**config.mk**
```make
export PLATFORM = sky130hd
export DESIGN_NAME = sar_adc_frontend
export DESIGN_NICKNAME = d
export VERILOG_FILES = /design/src/rtl/adc_fe_pkg.sv /design/src/rtl/sar_strobe_decode.sv /design/src/rtl/sar_conv_timer.sv /design/src/rtl/sar_result_reg.sv /design/src/rtl/sar_bus_format.sv /design/src/rtl/sar_adc_frontend.sv
export SDC_FILE = /design/constraint.sdc
export NUM_CORES = 1
export LEC_CHECK = 0
export BUFFER_PORTS_ARGS = -buffer_cell sky130_fd_sc_hd__buf_2
export CAP_MARGIN = 0
export CORE_ASPECT_RATIO = 0.7
export CORE_MARGIN = 2
export CORE_UTILIZATION = 45
export DETAILED_ROUTE_END_ITERATION = 10
export PLACE_DENSITY_LB_ADDON = 0.08
export RECOVER_POWER = 25
export SYNTH_ARGS = -nofsm -noshare
export SYNTH_HDL_FRONTEND = slang
export SYNTH_SLANG_ARGS = --single-unit
export TNS_END_PERCENT = 50
```
**constraint.sdc**
```tcl
create_clock -name clk -period 2.7 [get_ports clk]
set_input_delay 0.27 -clock clk [delete_from_list [all_inputs] [get_ports clk]]
set_output_delay 0.27 -clock clk [all_outputs]
set_load 0.1 [all_outputs]
```
**src/rtl/adc_fe_pkg.sv**
```systemverilog
package adc_fe_pkg;

   typedef enum logic [0:0] {
      ORDER_NORMAL  = 1'b0,
      ORDER_SWAPPED = 1'b1
   } lane_order_e;

endpackage

```
**src/rtl/sar_strobe_decode.sv**
```systemverilog
module sar_strobe_decode (
   input  logic clk,
   input  logic rst_n,
   input  logic cs_n,
   input  logic rd_conv,
   input  logic conv_idle,
   input  logic conv_finished,
   output logic start_req,
   output logic read_en
);

   logic strobe_q;
   logic strobe_now;
   logic strobe_fall;

   assign strobe_now = cs_n | rd_conv;

   always_ff @(posedge clk or negedge rst_n) begin
      if (!rst_n) strobe_q <= 1'b1;
      else        strobe_q <= strobe_now;
   end

   assign strobe_fall = strobe_q & ~strobe_now;

   // a fresh edge, or both strobes still low right after completion
   assign start_req = conv_idle & ~rd_conv & (strobe_fall | (conv_finished & ~cs_n));
   assign read_en   = ~cs_n & rd_conv;

endmodule

```
**src/rtl/sar_conv_timer.sv**
```systemverilog
module sar_conv_timer #(
   parameter int CONV_CYCLES = 16
) (
   input  logic clk,
   input  logic rst_n,
   input  logic start_req,
   output logic busy,
   output logic finish,
   output logic finished_q
);

   localparam int CNT_W = $clog2(CONV_CYCLES + 1);

   logic             busy_q;
   logic [CNT_W-1:0] left_q;

   assign finish = busy_q && (left_q == '0);
   assign busy   = busy_q;

   always_ff @(posedge clk or negedge rst_n) begin
      if (!rst_n) begin
         busy_q     <= 1'b0;
         left_q     <= '0;
         finished_q <= 1'b0;
      end else begin
         finished_q <= finish;
         if (!busy_q && start_req) begin
            busy_q <= 1'b1;
            left_q <= CNT_W'(CONV_CYCLES - 1);
         end else if (finish) begin
            busy_q <= 1'b0;
         end else if (busy_q) begin
            left_q <= left_q - 1'b1;
         end
      end
   end

   // run-length checker, independent of left_q
   logic [CNT_W:0] chk_run;
   always_ff @(posedge clk or negedge rst_n) begin
      if (!rst_n)      chk_run <= '0;
      else if (busy_q) chk_run <= chk_run + 1'b1;
      else             chk_run <= '0;
   end

   AST_START_BUSY: assert property (@(posedge clk) disable iff (!rst_n)
      (start_req && !busy_q) |=> busy_q);
   AST_BUSY_HOLDS: assert property (@(posedge clk) disable iff (!rst_n)
      (busy_q && (chk_run < CONV_CYCLES - 1)) |=> busy_q);
   AST_CONV_MAX: assert property (@(posedge clk) disable iff (!rst_n)
      busy_q |-> (chk_run < CONV_CYCLES));
   AST_CONV_LEN: assert property (@(posedge clk) disable iff (!rst_n)
      $fell(busy_q) |-> (chk_run == CONV_CYCLES));

endmodule

```
**src/rtl/sar_result_reg.sv**
```systemverilog
module sar_result_reg #(
   parameter int DATA_W = 12
) (
   input  logic              clk,
   input  logic              rst_n,
   input  logic              capture,
   input  logic              commit,
   input  logic [DATA_W-1:0] sample_in,
   output logic [DATA_W-1:0] result
);

   logic [DATA_W-1:0] hold_q;

   always_ff @(posedge clk or negedge rst_n) begin
      if (!rst_n) begin
         hold_q <= '0;
         result <= '0;
      end else begin
         if (capture) hold_q <= sample_in;
         if (commit)  result <= hold_q;
      end
   end

endmodule

```
**src/rtl/sar_bus_format.sv**
```systemverilog
module sar_bus_format
   import adc_fe_pkg::*;
#(
   parameter int DATA_W  = 12,
   parameter int LANE_W  = 8,
   parameter bit SWAP_EN = 1'b1
) (
   input  logic                byte_sel,
   input  logic [DATA_W-1:0]   word,
   output logic [2*LANE_W-1:0] lanes
);

   localparam int LO_W  = DATA_W - LANE_W;
   localparam int PAD_W = LANE_W - LO_W;

   lane_order_e       order;
   logic [LANE_W-1:0] upper_part;
   logic [LO_W-1:0]   lower_part;

   assign upper_part = word[DATA_W-1 -: LANE_W];
   assign lower_part = word[LO_W-1:0];

   generate
      if (SWAP_EN) begin : g_swap
         assign order = byte_sel ? ORDER_SWAPPED : ORDER_NORMAL;
      end else begin : g_fixed
         logic unused_sel;
         assign unused_sel = byte_sel;
         assign order      = ORDER_NORMAL;
      end
   endgenerate

   always_comb begin
      case (order)
         ORDER_SWAPPED: lanes = {lower_part, {PAD_W{1'b0}}, upper_part};
         default:       lanes = {upper_part, lower_part, {PAD_W{1'b0}}};
      endcase
   end

endmodule

```
**src/rtl/sar_adc_frontend.sv**
```systemverilog
module sar_adc_frontend #(
   parameter int DATA_W      = 12,
   parameter int LANE_W      = 8,
   parameter int CONV_CYCLES = 16,
   parameter bit SWAP_EN     = 1'b1
) (
   input  logic                clk,
   input  logic                rst_n,
   input  logic                cs_n,
   input  logic                rd_conv,
   input  logic                byte_sel,
   input  logic [DATA_W-1:0]   sample_word,
   output logic                busy_n,
   output logic [2*LANE_W-1:0] bus_data,
   output logic                bus_oe
);

   generate
      if (DATA_W <= LANE_W || DATA_W > 2 * LANE_W) begin : g_bad_width
         $error("DATA_W must lie between LANE_W+1 and 2*LANE_W");
      end
      if (CONV_CYCLES < 2) begin : g_bad_cycles
         $error("CONV_CYCLES must be at least 2");
      end
   endgenerate

   logic              start_req;
   logic              busy;
   logic              finish;
   logic              finished_q;
   logic [DATA_W-1:0] result_w;

   sar_strobe_decode u_decode (
      .clk           (clk),
      .rst_n         (rst_n),
      .cs_n          (cs_n),
      .rd_conv       (rd_conv),
      .conv_idle     (~busy),
      .conv_finished (finished_q),
      .start_req     (start_req),
      .read_en       (bus_oe)
   );

   sar_conv_timer #(.CONV_CYCLES(CONV_CYCLES)) u_timer (
      .clk        (clk),
      .rst_n      (rst_n),
      .start_req  (start_req),
      .busy       (busy),
      .finish     (finish),
      .finished_q (finished_q)
   );

   sar_result_reg #(.DATA_W(DATA_W)) u_result (
      .clk       (clk),
      .rst_n     (rst_n),
      .capture   (start_req),
      .commit    (finish),
      .sample_in (sample_word),
      .result    (result_w)
   );

   sar_bus_format #(.DATA_W(DATA_W), .LANE_W(LANE_W), .SWAP_EN(SWAP_EN)) u_format (
      .byte_sel (byte_sel),
      .word     (result_w),
      .lanes    (bus_data)
   );

   assign busy_n = ~busy;

   AST_RESULT_ON_RISE: assert property (@(posedge clk) disable iff (!rst_n)
      !$stable(result_w) |-> $rose(busy_n));
   AST_RETRIGGER: assert property (@(posedge clk) disable iff (!rst_n)
      ($rose(busy_n) && !cs_n && !rd_conv) |=> !busy_n);
   AST_NO_START_ON_READ: assert property (@(posedge clk) disable iff (!rst_n)
      (busy_n && rd_conv) |=> busy_n);

endmodule

```
After elaboration in Yosys (flattened, before gate mapping)
Cells that the tools add are included.
{"block": "op_classes", "n_addsub": 1, "n_mul": 0, "n_div": 0, "n_lt_le_gt_ge": 0, "n_eq_ne": 1, "shift": 0, "n_mux": 7, "bitwise": 11, "n_reduce_logical": 7}
{"cell": "16-bit two-way mux", "count": 1}
{"cell": "5-bit two-way mux", "count": 3}
{"cell": "1-bit AND", "count": 5}
{"cell": "5-bit zero test", "count": 1}
{"cell": "5-bit by 1-bit subtractor with 5-bit output, second input constant", "count": 1}
{"cell": "1-bit inverter", "count": 4}
{"cell": "2-bit nonzero test", "count": 2}
{"cell": "1-bit two-way mux", "count": 3}
{"cell": "1-bit logical AND", "count": 2}
{"cell": "2-bit inequality test, second input constant", "count": 1}
{"cell": "1-bit bitwise OR", "count": 2}
{"cell": "2-bit AND reduction", "count": 1}
{"cell": "1-bit zero test", "count": 1}
{"block": "totals", "register_bits": 32, "latchBits": 0, "ramBits": 0, "rom_bits": 0, "output_inout_bits": 18, "word_cells": 33, "memories": 0}

Depth between registers and ports, before layout
{"block": "depth", "depth_word": 8, "mapped_depth": 6, "ltp_nobuf": 5}

Cells and area by module
A second synthesis with hierarchy kept.
{"block": "unflattened", "hier_cells": 102, "area_unflattened_um2": 1539.0}
{"module": "sar_result_reg", "instances": 1, "cells_each": 50, "area_per_inst_um2": 968.4, "seq_area_each_um2": 600.6}
{"module": "sar_conv_timer", "instances": 1, "cells_each": 28, "area_per_inst_um2": 332.8, "seq_area_each_um2": 175.2}
{"module": "sar_bus_format", "instances": 1, "cells_each": 18, "area_per_inst_um2": 173.9, "seq_area_each_um2": 0.0}
{"module": "sar_strobe_decode", "instances": 1, "cells_each": 5, "area_per_inst_um2": 60.1, "seq_area_each_um2": 26.3}
{"module": "sar_adc_frontend", "instances": 1, "cells_each": 1, "area_per_inst_um2": 3.8, "seq_area_each_um2": 0.0}

Least setup slack after synthesis
Ideal clock, no wire load.
{"block": "synth_path", "kind": "in2out", "startpoint": "input port byte_sel", "endpoint": "output port bus_data[10]", "arrival_ps": 1991, "required_ps": 2430, "path_slack_ps": 439, "stages": 3, "n_path_buf": 2, "cell_sequence": "clkbuf_1 clkbuf_1 nor2b_1"}
{"block": "synth_between", "elab_chain_len": 2}
{"item": "start: declaration", "line": "sar_adc_frontend.sv:11", "rtl": "input logic byte_sel,"}
{"item": "1-bit two-way mux", "line": "sar_bus_format.sv:25", "rtl": "assign order = byte_sel ? ORDER_SWAPPED : ORDER_NORMAL;"}
{"item": "16-bit two-way mux", "line": "sar_bus_format.sv:34", "rtl": "case (order)"}
{"item": "end: declaration", "line": "sar_adc_frontend.sv:14", "rtl": "output logic [2*LANE_W-1:0] bus_data,"}
No other way between the ends.

Worst setup path in the final report
{"block": "layout_path", "startpoint": "register u_timer.busy_q (netlist: u_timer.busy)", "endpoint": "register u_result.hold_q[4]"}
{"block": "layout_between", "elab_chain_len": 3}
{"item": "start: declaration", "line": "sar_conv_timer.sv:14", "rtl": "logic busy_q;"}
{"item": "start signal: assignment", "line": "sar_conv_timer.sv:22", "rtl": "busy_q <= 1'b0;"}
{"item": "start signal: assignment", "line": "sar_conv_timer.sv:28", "rtl": "busy_q <= 1'b1;"}
{"item": "start signal: assignment", "line": "sar_conv_timer.sv:31", "rtl": "busy_q <= 1'b0;"}
{"item": "1-bit inverter", "line": "sar_adc_frontend.sv:38", "rtl": ".conv_idle (~busy),"}
{"item": "1-bit AND (2 in a row)", "line": "sar_strobe_decode.sv:26", "rtl": "assign start_req = conv_idle & ~rd_conv & (strobe_fall | (conv_finished & ~cs_n));"}
{"item": "end signal: assignment", "line": "sar_result_reg.sv:19", "rtl": "if (capture) hold_q <= sample_in;"}
{"item": "end: declaration", "line": "sar_result_reg.sv:12", "rtl": "logic [DATA_W-1:0] hold_q;"}
No other way between the ends.
A chain may end at the register's enable or synchronous reset.

==> flow_summary.yaml <==
run_status:
  status: "finished with violations"
  violations: "capacitance limit, slew limit"
finish:
  area_growth_pct: 19.3
  n_antenna_cell: 0
  layout_common_cells: "32 x buf_2, 31 x dfrtp_1, 26 x mux2_2, 6 x inv_1, 6 x nor2b_1"
  layout-drive-gt1-share: 0.531
  stdcell_count: 183
  nets: 162
  final_common_cell: "buf_2"
  fillCellCount: 279
  fin_util: 0.563
clock_tree:
  cts-htree-levels: 2
  tritoncts: "yes"
  ctsHoldBuffers: 0
  clockBufferDepth: 2
  cts_buffers: 5
  clockRootBuffer: "clkbuf_8"
  cts_sinks: 32
  clock_latency_ns: 0.28
  path_clk_slew_ns: 0.06
  ctsResizeCount: 0
  post-cts-setup-buffer-count: 0
sta:
  clock_skew_ns: 0.00488
  fin_crit_sh: 0.686
  fmaxAchievable_mhz: 540
  slew_viol_final: 33
  setup_viol: 0
  slew_headroom: -0.0938
  max_slew.worst_pin.slew_ns: 1.64
  finalSetupTns_ns: 0
  period_needed_ns: 1.85
  whs_ns: 0.223
  rsz0062_at_grt: "false"
  finalHoldViolCount: 0
logic_synthesis:
  synth_area_sq_um: 1490
  synth.distinct_cells: 28
  synth_fa_ha_area_frac: 0.00838
  synth_compound_area_frac: 0.0318
  synthTopCellsByArea: "dfrtp_1 52%, mux2_2 20%, mux2_4 5.0%"
  yosys.area.top_type: "dfrtp_1"
  ys_ff_latch: 32
  synthMuxAreaShare: 0.254
  synth_fp_nets: 125
  synth_simple_gate_area_frac: 0.126
  syn-instance-count: 107
  synth_xor_area_frac: 0
  syn_avg_cell_area_sq_um: 14.0
  synth_top_family_by_area: "multiplexers"
  yosysSeqAreaShare: 0.537
  synth_top_area_share: 0.519
  yosys_warnings: 0
run:
  cap_violations: 1
worst_setup_path:
  critPathTopFamily: "simple AND/OR/NAND/NOR gates"
  cpMaxStageDelayCell: "nor4_4"
  crit_chain: "nor4_4, buf_4, mux2_4"
  cp-end-kind: "flop"
  cp.depth: 3
  cp_slowest_stage_delay_ns: 0.62
  crit_buf_inv: 1
  crit_type: "flop to flop"
  cp.arrival_ns: 2.01
  r2r_end: "u_result.hold_q[4]$_DFFE_PN0P_"
  cp-start-kind: "flop"
  reg2reg_depth: 3
  required_ns: 2.86
  critPathMaxFanout: 10
  reg2reg_from: "u_timer.busy$_DFFE_PN0P_"
  endpoint: "u_result.hold_q[4]$_DFFE_PN0P_"
  crit_start: "u_timer.busy$_DFFE_PN0P_"
  r2r_setup_slack_ns: 0.85
global_route:
  grt_pass1_vias: 890
  grt_overflow_total: 0
  grtUsageTotal: 0.157
  antenna_found_initial: 0
  grt_pass1_wl_mm: 4.27
  grt_max_degree: 33
placed_design:
  numPortBuffers: 34
  place_congestion: 0.806
  place_inst: 175
  hpwlAfterDp_mm: 1.92
pwr:
  total_power_mw: 2.20
  ir_drop_mv: 0.503
  p_leak_nw: 0.894
  power_density_nw_per_um2: 1230
min_path:
  hold_class: "input pin to flop"
routing:
  routedWlPerCell_um: 14.3
  wl_mm: 2.62
  dr.pass1.iters: 4
  post_drt_via_cell_ratio: 5.28
  drc: 0
  drt-initial-drc-count: 48
  antenna_left: 0
  vias: 967
floorplan:
  dieHeight_um: 52.2
  design.core.area_sq_um: 3170
  fp-row-count: 17
  io_pins: 35
  dieWidth_um: 72.9
  fp.dieArea_sq_um: 3800
  start_util: 0.471
-- report_power, final --
group          switching [mW]  internal (mW)
sequential              0.135          0.665
clock                   0.163          0.273
combinational           0.653          0.312
total                   0.951           1.25
-- synth_stat cells --
| cell type | instances |
|---|---|
| nor4b_4 | 1 |
| and2_1 | 4 |
| nor2_1 | 3 |
| dfstp_2 | 1 |
| o21ai_0 | 1 |
| nand3_1 | 2 |
| a21o_1 | 1 |
| mux2_1 | 1 |
| mux2_4 | 5 |
| or4b_1 | 1 |
| inv_1 | 6 |
| nor4_4 | 1 |
| o31a_1 | 2 |
| nor4b_1 | 1 |
| nand4_1 | 1 |
| or4b_2 | 1 |
| o221ai_1 | 1 |
| clkbuf_1 | 2 |
| dfrtp_1 | 31 |
| nor2b_1 | 6 |
| buf_6 | 3 |
| mux2_2 | 26 |
| nor3_1 | 1 |
| ha_1 | 1 |
| a211o_1 | 1 |
| nor3b_1 | 1 |
| nand2_2 | 1 |
| or2_2 | 1 |
-- layout make-up --
class	count	area, sq um	area share
clock buffer	6	72.6	0.0407
clock inverter	2	35.0	0.0196
inverter	6	22.5	0.0126
multi-input combinational	64	628	0.352
sequential	32	802	0.450
tap	38	47.5	0.0267
timing repair buffer	35	175	0.0982
-- state kept, by name, summed over array words and instances, names as in the netlist --
signal	flops
u_result.hold_q	12
u_result.result	12
u_timer.left_q	5
u_timer.busy	1
u_timer.finished_q	1
u_decode.strobe_q	1
-- kinds of logic after synthesis --
| family | count (synthesis) |
|---|---|
| AND/OR/NAND/NOR | 25 |
| AO/OA/AOI/OAI | 6 |
| adder cells (fa/ha/maj) | 1 |
| buffers and inverters | 11 |
| multiplexers | 32 |
| flip-flops | 32 |
-- how the worst min path moves through the flow --
stage,startpoint,endpoint,slack (ns),depth (start not counted)
floorplan,rst_n,u_result.hold_q[0]$_DFFE_PN0P_,-0.03,0
global placement,rst_n,u_timer.left_q[2]$_DFFE_PN0P_,0.35,1
detailed placement,rst_n,u_timer.left_q[2]$_DFFE_PN0P_,0.35,1
CTS,rst_n,u_timer.left_q[3]$_DFFE_PN0P_,0.06,1
global route,sample_word[10],u_result.hold_q[10]$_DFFE_PN0P_,0.21,2
finish,sample_word[3],u_result.hold_q[3]$_DFFE_PN0P_,0.22,2
-- through the flow --
step                      setup slack (ns)  area, sq um
after floorplan                      0.439         1490
after global placement               0.934         1680
after detailed placement             0.843         1680
after CTS                            0.831         1790
after global routing                 0.766         1780
final                                0.848         1780
-- metal layers --
| metal | part of all wire | vias up | track usage |
|---|---|---|---|
| met4 | 0.0053 | 0 | 0.0741 |
| met5 | 0 | - | 0 |
| met2 | 0.46 | 29 | 0.232 |
| met3 | 0.066 | 2 | 0.0558 |
| li1 | - | 450 | - |
| met1 | 0.47 | 486 | 0.208 |
No activity file was read; power rests on OpenSTA's default activity.
